## config.mk

```make
export PLATFORM = sky130hd
export DESIGN_NAME = wdog_timer
export DESIGN_NICKNAME = d
export VERILOG_FILES = /design/src/rtl/wdog_pkg.sv /design/src/rtl/wdog_rst_sync.sv /design/src/rtl/wdog_tick_mux.sv /design/src/rtl/wdog_count.sv /design/src/rtl/wdog_pulse.sv /design/src/rtl/wdog_timer.sv
export SDC_FILE = /design/constraint.sdc
export NUM_CORES = 1
export LEC_CHECK = 0
export CAP_MARGIN = 25
export CORE_AREA = 2 2 39 41
export DETAILED_ROUTE_END_ITERATION = 7
export DIE_AREA = 0 0 41 43
export PLACE_DENSITY_LB_ADDON = 0.05
export SETUP_SLACK_MARGIN = 0.4
export SLEW_MARGIN = 20
export SYNTH_ARGS = -nofsm -noshare
export SYNTH_HDL_FRONTEND = slang
export SYNTH_SLANG_ARGS = --single-unit
export TNS_END_PERCENT = 1
```

## constraint.sdc

```tcl
create_clock -name clk -period 0.9 [get_ports clk]
set_clock_uncertainty 0.2 [all_clocks]
set_input_delay 0.18 -clock clk [delete_from_list [all_inputs] [get_ports clk]]
set_output_delay 0.18 -clock clk [all_outputs]
set_load 0.005 [all_outputs]
```

## src/rtl/wdog_pkg.sv

```systemverilog
package wdog_pkg;
  typedef enum logic {
    TICK_DIV1K  = 1'b0,
    TICK_DIV16K = 1'b1
  } tick_src_e;
endpackage

```

## src/rtl/wdog_rst_sync.sv

```systemverilog
module wdog_rst_sync #(
  parameter int STAGES = 2
) (
  input  logic clk,
  input  logic rst_n,
  output logic rst_sync_n
);
  logic [STAGES-1:0] sync_q;
  logic [STAGES-1:0] sync_d;

  always_comb begin
    sync_d = {sync_q[STAGES-2:0], 1'b1};
  end

  always_ff @(posedge clk or negedge rst_n) begin
    if (!rst_n) sync_q <= '0;
    else        sync_q <= sync_d;
  end

  assign rst_sync_n = sync_q[STAGES-1];
endmodule

```

## src/rtl/wdog_tick_mux.sv

```systemverilog
module wdog_tick_mux
  import wdog_pkg::*;
(
  input  logic      tick_div1k,
  input  logic      tick_div16k,
  input  tick_src_e src,
  output logic      tick
);
  always_comb begin
    unique case (src)
      TICK_DIV16K: tick = tick_div16k;
      default:     tick = tick_div1k;
    endcase
  end
endmodule

```

## src/rtl/wdog_count.sv

```systemverilog
module wdog_count #(
  parameter int CNT_W = 4
) (
  input  logic             clk,
  input  logic             rst_n,
  input  logic             enable,
  input  logic             clear,
  input  logic             tick,
  output logic [CNT_W-1:0] count,
  output logic             wrap
);
  localparam logic [CNT_W-1:0] CNT_TOP = {CNT_W{1'b1}};

  logic [CNT_W-1:0] cnt_q;
  logic [CNT_W-1:0] cnt_d;
  logic             adv;

  always_comb begin
    adv   = enable && !clear && tick;
    wrap  = adv && (cnt_q == CNT_TOP);
    cnt_d = cnt_q;
    if (!enable || clear) cnt_d = '0;
    else if (adv)         cnt_d = cnt_q + 1'b1;
  end

  always_ff @(posedge clk or negedge rst_n) begin
    if (!rst_n) cnt_q <= '0;
    else        cnt_q <= cnt_d;
  end

  assign count = cnt_q;
endmodule

```

## src/rtl/wdog_pulse.sv

```systemverilog
module wdog_pulse (
  input  logic clk,
  input  logic rst_n,
  input  logic fire,
  output logic pulse
);
  logic pulse_q;
  logic pulse_d;

  always_comb begin
    pulse_d = fire;
  end

  always_ff @(posedge clk or negedge rst_n) begin
    if (!rst_n) pulse_q <= 1'b0;
    else        pulse_q <= pulse_d;
  end

  assign pulse = pulse_q;
endmodule

```

## src/rtl/wdog_timer.sv

```systemverilog
module wdog_timer
  import wdog_pkg::*;
#(
  parameter int CNT_W       = 4,
  parameter int SYNC_STAGES = 2
) (
  input  logic             clk,
  input  logic             rst_n,
  input  logic             cfg_enable,
  input  logic             slow_sel,
  input  logic             tick_div1k,
  input  logic             tick_div16k,
  input  logic             kick,
  output logic [CNT_W-1:0] wd_count,
  output logic             rst_req
);
  logic      rst_sync_n;
  logic      tick_sel;
  logic      wrap;
  tick_src_e src;

  assign src = slow_sel ? TICK_DIV16K : TICK_DIV1K;

  wdog_rst_sync #(.STAGES(SYNC_STAGES)) u_rst_sync (
    .clk        (clk),
    .rst_n      (rst_n),
    .rst_sync_n (rst_sync_n)
  );

  wdog_tick_mux u_tick_mux (
    .tick_div1k  (tick_div1k),
    .tick_div16k (tick_div16k),
    .src         (src),
    .tick        (tick_sel)
  );

  wdog_count #(.CNT_W(CNT_W)) u_count (
    .clk    (clk),
    .rst_n  (rst_sync_n),
    .enable (cfg_enable),
    .clear  (kick),
    .tick   (tick_sel),
    .count  (wd_count),
    .wrap   (wrap)
  );

  wdog_pulse u_pulse (
    .clk   (clk),
    .rst_n (rst_sync_n),
    .fire  (wrap),
    .pulse (rst_req)
  );
endmodule

```

# Word level (Yosys, flattened, before mapping)
# Cells that the tools add are included.
[classes]
addsub = 1
n_eq_ne = 1
muxes = 4
n_reduce_logical = 7
[op_table]
columns = ["operator", "n"]
rows = [
  ["2-to-1 mux 4 bit", 2],
  ["adder 4 x 1 -> 4 bit, second input constant", 1],
  ["equality test 4 bit, second input constant", 1],
  ["logical AND 1 bit", 3],
  ["logical NOT 1 bit", 2],
  ["2-to-1 mux 1 bit", 2],
  ["nonzero test 2 bit", 1],
  ["logical OR 1 bit", 1],
]
[totals]
ff_bits = 7
out_inout_bits = 5
word_cells = 16

# Longest topological paths before layout
# Gate-level depths: netlist of run 1.
[logic_depth]
ltp_word = 5
ltp_mapped = 4

# Modules after synthesis
# Synthesis of run 1 repeated with hierarchy kept, for this count alone.
[hier_totals]
hier_cells = 25
area_unflattened_um2 = 310.3
[modules_own_cells]
columns = ["mod", "instances", "cells_per_inst", "area_each_um2"]
rows = [
  ["wdog_count", 1, 20, 216.5],
  ["wdog_rst_sync", 1, 3, 53.8],
  ["wdog_pulse", 1, 1, 25.0],
  ["wdog_tick_mux", 1, 1, 15.0],
]

# Worst setup path before layout of run 1
# OpenSTA, ideal clock, no wires.
[synth_path]
kind = "flip-flop to flip-flop"
startpoint = "reg u_count.cnt_q[0] (netlist: u_count.count[0])"
endpoint = "reg u_count.cnt_q[2] (netlist: u_count.count[2])"
setup_time_ns = 0.078
arrival_ns = 1.039
path_slack_ns = -0.416
path_stages_with_launch = 5
n_path_buf = 0
period_less_slack_ns = 1.316
cell_sequence = "dfrtp_1 > ha_1 > inv_1 > or3_1 > a21oi_1"
[synth_between]
elab_chain_len = 3
[synth_rtl]
columns = ["element", "line", "text"]
rows = [
  ["start, declared", "wdog_count.sv:14", "logic [CNT_W-1:0] cnt_q;"],
  ["start signal, assigned", "wdog_count.sv:28", "else cnt_q <= cnt_d;"],
  ["adder 4 x 1 -> 4 bit", "wdog_count.sv:23", "else if (adv) cnt_d = cnt_q + 1'b1;"],
  ["2-to-1 mux 4 bit", "wdog_count.sv:23", ""],
  ["2-to-1 mux 4 bit", "wdog_count.sv:22", "if (!enable || clear) cnt_d = '0;"],
]
# Every way passes these cells. The select of a mux whose other input is x is not followed.
# A chain may end at the register's enable or synchronous reset.

# Worst setup path in the final report of run 1
# Same ends and word-level chain as after synthesis.

==> results.toml, run 1 <==
[outcome]
status = "finished with violations"
violations = "hold timing, setup timing"

[critical_path]
cp-end-kind = "flop"
start_kind = "flop"
crit_arrival_ps = 1380
crit_required_ps = 880
cp_max_fo = 2
reg2reg_depth = 5
crit_type = "reg2reg"

[global_routing]
grt_usage_pct = 8.92
grt_start_max_net_pins = 8
overflow = 0
antenna_found_initial = 0
grt_pass1_wl_mm = 1.07
grt_pass1_vias = 287

[timing]
rsz0062_at_grt = "yes"
maxSlewViolCount = 0
setup_tns_ps = -3160
hold_viol = 7
setup_viol = 10
finalCritPeriodShare_pct = 156
finalWorstSetupSlack_ps = -501
fmax_mhz = 714
hold_slack_ps = -120
fin_crit_ps = 1400

[layout]
final_cell_mix = "buf_4 (7), dfrtp_1 (7), clkdlybuf4s50_1 (5), clkbuf_2 (4), clkbuf_4 (3)"
synthToLayoutAreaGrowth_pct = 80.5
drive_above_1_share_pct = 43.8
seq_area_um2 = 175
fill_cells = 138
diodes = 0
nets = 57
multi_input_area_um2 = 145

[pwr]
pwr-share-comb_pct = 12.4
swShare_pct = 22.0
p_seq_share_pct = 47.3
p_leak_nw = 0.238
powerDensity_mw_per_mm2 = 1340
clock_power_share_pct = 40.3
p_int_w = 0.000544
ir_worst_vdd_mv = 0.777
switching_power_w = 0.000153

[drt]
routed_wl_um = 699
wire_per_inst_um = 10.9
ant_nets = 0
vias = 268
drtIter0Drc = 3
via_per_inst = 4.19
drc = 0
drt_pass1_iterations = 4

[synth]
synthCells = 25
yosys_register_bits = 7
yosysUniqueCellTypes = 15
synth_seq_area_share_pct = 60.6
yosysTopAreaCell = "dfrtp_1"
synth_warnings = 0
synth_area_leaders = "dfrtp_1 (61%), mux2i_2 (4.8%), ha_1 (4.3%)"
synthesis.area_um2 = 289
yosysTopAreaCellShare_pct = 60.6
synth_nets = 33
avgSynthCellArea_um2 = 11.6

[clocking]
cts_sinks = 7
clockBufferDepth = 2
worstSkewPairLatency_ps = 240
h-tree-depth = 1
cts_tree = "done"
cts_buffers = 3
clk_pin_slew_ps = 50
cts_root_buf = "clkbuf_4"

[placement]
io_buffers = 11
routabilityCongestion = 0.656
place_ws_ps = -769
dp_hpwl_um = 456

[die]
fp.dieArea_mm2 = 0.00176
start_util_pct = 20.9
io_pins = 12
core.rowCount = 14
die_h_um = 43
die_w_um = 41
core-area_mm2 = 0.00138

[flow_run]
cap_violations = 0

[min_path]
hp-class = "reg2async"
[layout make-up]
| type | count | share of cell area (%) |
|---|---|---|
| Inverter | 1 | 0.719 |
| Clock buffer | 4 | 5.04 |
| Sequential cell | 7 | 33.6 |
| Tap cell | 16 | 3.84 |
| Multi-Input combinational cell | 17 | 27.8 |
| Timing Repair Buffer | 19 | 29.0 |
[cells by family (layout without fill, tap and decap cells)]
| family | count (synthesis) | count (layout) | share of synthesized area, % |
|---|---|---|---|
| other | 1 | 1 | 1.30 |
| XOR/XNOR | 1 | 1 | 3.03 |
| adder cells (fa/ha/maj) | 1 | 1 | 4.33 |
| AND/OR/NAND/NOR | 8 | 8 | 14.3 |
| flip-flops | 7 | 7 | 60.6 |
| AO/OA/AOI/OAI | 4 | 4 | 6.93 |
| multiplexers | 2 | 2 | 8.22 |
| buffers and inverters | 1 | 24 | 1.30 |
[flip-flops by register name (all words and copies together) (netlist names)]
register and count:
u_rst_sync.sync_q 2, u_count.count 4, u_pulse.pulse 1
[final timing paths]
path / endpoint / slack (ps) / startpoint
worst max-delay path: u_count.count[2]$_DFFE_PN0P_ / -500 / u_count.count[0]$_DFFE_PN0P_
worst min-delay path: u_count.count[2]$_DFFE_PN0P_ / -120 / u_rst_sync.sync_q[1]$_DFF_PN0_
worst max register to register: u_count.count[2]$_DFFE_PN0P_ / -500 / u_count.count[0]$_DFFE_PN0P_
worst min register to register: u_count.count[2]$_DFFE_PN0P_ / -120 / u_rst_sync.sync_q[1]$_DFF_PN0_
max in group asynchronous: u_count.count[3]$_DFFE_PN0P_ / 440 / u_rst_sync.sync_q[1]$_DFF_PN0_
min in group clk: u_rst_sync.sync_q[1]$_DFF_PN0_ / 160 / u_rst_sync.sync_q[0]$_DFF_PN0_
[worst max-delay path: stages, from the launching register on]
cell and delay (ps):
dfrtp_1 340, buf_4 130, ha_4 120, inv_2 30
or3_1 380, a21oi_2 140
[metrics by stage]
| stage | cells | utilization [%] | cell area (um^2) | hold slack [ps] | power [W] |
|---|---|---|---|---|---|
| after floorplan | 25 | - | 289 | -316 | 0.000358 |
| after global placement | 56 | 32.5 | 449 | -117 | 0.000407 |
| after detailed placement | 56 | 32.5 | 449 | -121 | 0.000408 |
| after CTS | 63 | 36.9 | 510 | -112 | 0.000705 |
| after global routing | 64 | 37.7 | 522 | -116 | 0.000744 |
| final | 64 | 37.7 | 522 | -120 | 0.000697 |
[what timing repair did]
item	CTS	global route
gates resized for setup	12	10
endpoints found under the hold margin	7	7
setup buffers	3	1
pin swaps	3	2
setup endpoints to repair	11	16
[cell usage after synthesis, drive strengths merged]
master	count
conb	1
a21oi	2
ha	1
nor4	1
dfrtp	7
inv	1
o21ai	2
nand2b	1
xor2	1
nor2	2
nand2	1
mux2i	2
or3	2
nand3	1
[routing by layer]
metal	part of all wire, %	global-route usage (%)	wire length [um]
met3	7.9	3.14	55
met1	35	9.60	244
met2	57	14.7	400
met4	0	4.00	0
met5	0	0	0
[power by group through the flow]
stage	combinational (W)	clock [W]	sequential, W
2_1_floorplan	0.0000221	0	0.000336
3_3_place_gp	0.0000701	0	0.000337
3_5_place_dp	0.0000708	0	0.000337
4_1_cts	0.0000807	0.000294	0.000330
5_1_grt	0.0000947	0.000318	0.000331
6_report	0.0000866	0.000281	0.000330
Note: power is estimated with default switching activity, not from simulation.
==> run 2: changes to the inputs <==
- REMOVE_ABC_BUFFERS: not set -> 1
- TNS_END_PERCENT: 1 -> not set
==> run 2 against run 1 <==
Against the previous run: the run still ends with hold timing, setup timing left; routed wire length grew 11%; flip-flop and latch count unchanged; global-route usage is 1.4 points higher.
==> results.toml, run 2 (synthesis results as in run 1) <==
[outcome]
status = "finished with violations"
violations = "hold timing, setup timing"

[timing]
finalCritPeriodShare_pct = 151
rsz0062_at_grt = "yes"
finalWorstSetupSlack_ps = -458
setup_tns_ps = -3180
hold_slack_ps = -132
fmax_mhz = 736
fin_crit_ps = 1360
maxSlewViolCount = 0
setup_viol = 10
hold_viol = 7

[layout]
synthToLayoutAreaGrowth_pct = 103
seq_area_um2 = 176
largest_reg_flops = 4
fill_cells = 140
multi_input_area_um2 = 155
final_cell_mix = "buf_4 (8), buf_6 (6), dfrtp_1 (6), clkbuf_4 (3), clkdlybuf4s50_1 (3)"
stdcell_count = 69
nets = 62
mostFrequentLayoutCell = "buf_4"
fin_area_um2 = 587
diodes = 0
drive_above_1_share_pct = 56.6

[placement]
dp_hpwl_um = 495
routabilityCongestion = 0.769
io_buffers = 11
dpl-instance-area_um2 = 442
dp.cells = 55

[pwr]
powerDensity_mw_per_mm2 = 1200
p_leak_nw = 0.275
ir_worst_vdd_mv = 0.783
total_power_w = 0.000706

[critical_path]
crit_slowest_cell = "dfrtp_1"
critPathLaunch = "u_count.count[1]$_DFFE_PN0P_"
crit_family = "flip-flops"
cp_num_buf_inv = 2
crit_type = "reg2reg"
cp-end-kind = "flop"
critPathMaxStageDelay_ps = 360
worstReg2RegStart = "u_count.count[1]$_DFFE_PN0P_"
path_cells = "buf_6 -> ha_4 -> inv_2 -> or3_4 -> a21oi_2"
crit_required_ps = 870
r2r_slack_ps = -460
cp_max_fo = 2
start_kind = "flop"
crit_arrival_ps = 1330

[drt]
vias = 287
ant_nets = 0
drc = 0
wire_per_inst_um = 11.3
via_per_inst = 4.16
routed_wl_um = 778
drtIter0Drc = 1
drt_pass1_iterations = 4

[clocking]
cts_buffers = 3
h-tree-depth = 1
cts_root_buf = "clkbuf_4"
cts_sinks = 7
clk_pin_slew_ps = 50
clockBufferDepth = 2
cts_tree = "done"
worstSkewPairLatency_ps = 240

[min_path]
hp-class = "reg2async"

[die]
io_pins = 12
fp.dieArea_mm2 = 0.00176
die_w_um = 41
die_h_um = 43
core-area_mm2 = 0.00138
start_util_pct = 20.9
core.rowCount = 14

[global_routing]
grt_start_max_net_pins = 6
overflow = 0
grt_pass1_vias = 294
grt_usage_pct = 10.3
grt_pass1_wl_mm = 1.20
antenna_found_initial = 0

[flow_run]
cap_violations = 0
run 2: cell count changes in the layout (fill, tap and decap cells not counted), sizes merged:
cell,change
buf,+8
clkbuf,-2
clkdlybuf4s50,-2
clkdlybuf4s15,+1
run 2: cell type report:
type / count / area share, %
Clock buffer: 4 / 4.48
Sequential cell: 7 / 30.1
Multi-Input combinational cell: 17 / 26.4
Inverter: 1 / 0.640
Timing Repair Buffer: 24 / 35.0
Tap cell: 16 / 3.41
run 2: worst paths after layout:
| path | end | cells after the start |
|---|---|---|
| min reg2reg | u_count.count[1]$_DFFE_PN0P_ | 0 |
| max reg2reg | u_count.count[2]$_DFFE_PN0P_ | 5 |
| max in group asynchronous | u_rst_sync.sync_q[1]$_DFF_PN0_ | 1 |
| max | u_count.count[2]$_DFFE_PN0P_ | 5 |
| min in group clk | u_rst_sync.sync_q[1]$_DFF_PN0_ | 0 |
| min | u_count.count[1]$_DFFE_PN0P_ | 0 |
run 2: per-stage QoR:
step                      hold slack [ps]  setup slack [ps]  util (%)
final                                -132              -458      42.4
after global placement               -123              -803      31.9
after detailed placement             -123              -803      31.9
after global routing                 -116              -512      42.4
after floorplan                      -316              -416         -
after CTS                            -118              -506      41.4
run 2: timing repair:
item,4_1_cts,5_1_grt
endpoints found under the hold margin,7,7
pin swaps,7,2
resized for setup,28,10
setup endpoints to repair,11,16
setup buffers,10,0
run 2: per-layer routing:
| layer | vias up | GRT usage (%) | share of wire [%] | routed length [um] |
|---|---|---|---|---|
| li1 | 139 | - | - | - |
| met1 | 138 | 10.3 | 37 | 287 |
| met2 | 10 | 18.4 | 56 | 435 |
| met3 | 0 | 6.28 | 6.9 | 54 |
| met4 | 0 | 0 | 0 | 0 |
| met5 | - | 0 | 0 | 0 |
run 2: worst register-to-register path, stage by stage, from the launching register on:
cell	delay [ps]
dfrtp_1	360
buf_6	120
ha_4	120
inv_2	30
or3_4	320
a21oi_2	140
run 2: power breakdown:
group / internal (W) / switching, W
clock: 0.000168 / 0.0000982
sequential: 0.000324 / 0.00000757
combinational: 0.0000684 / 0.0000399
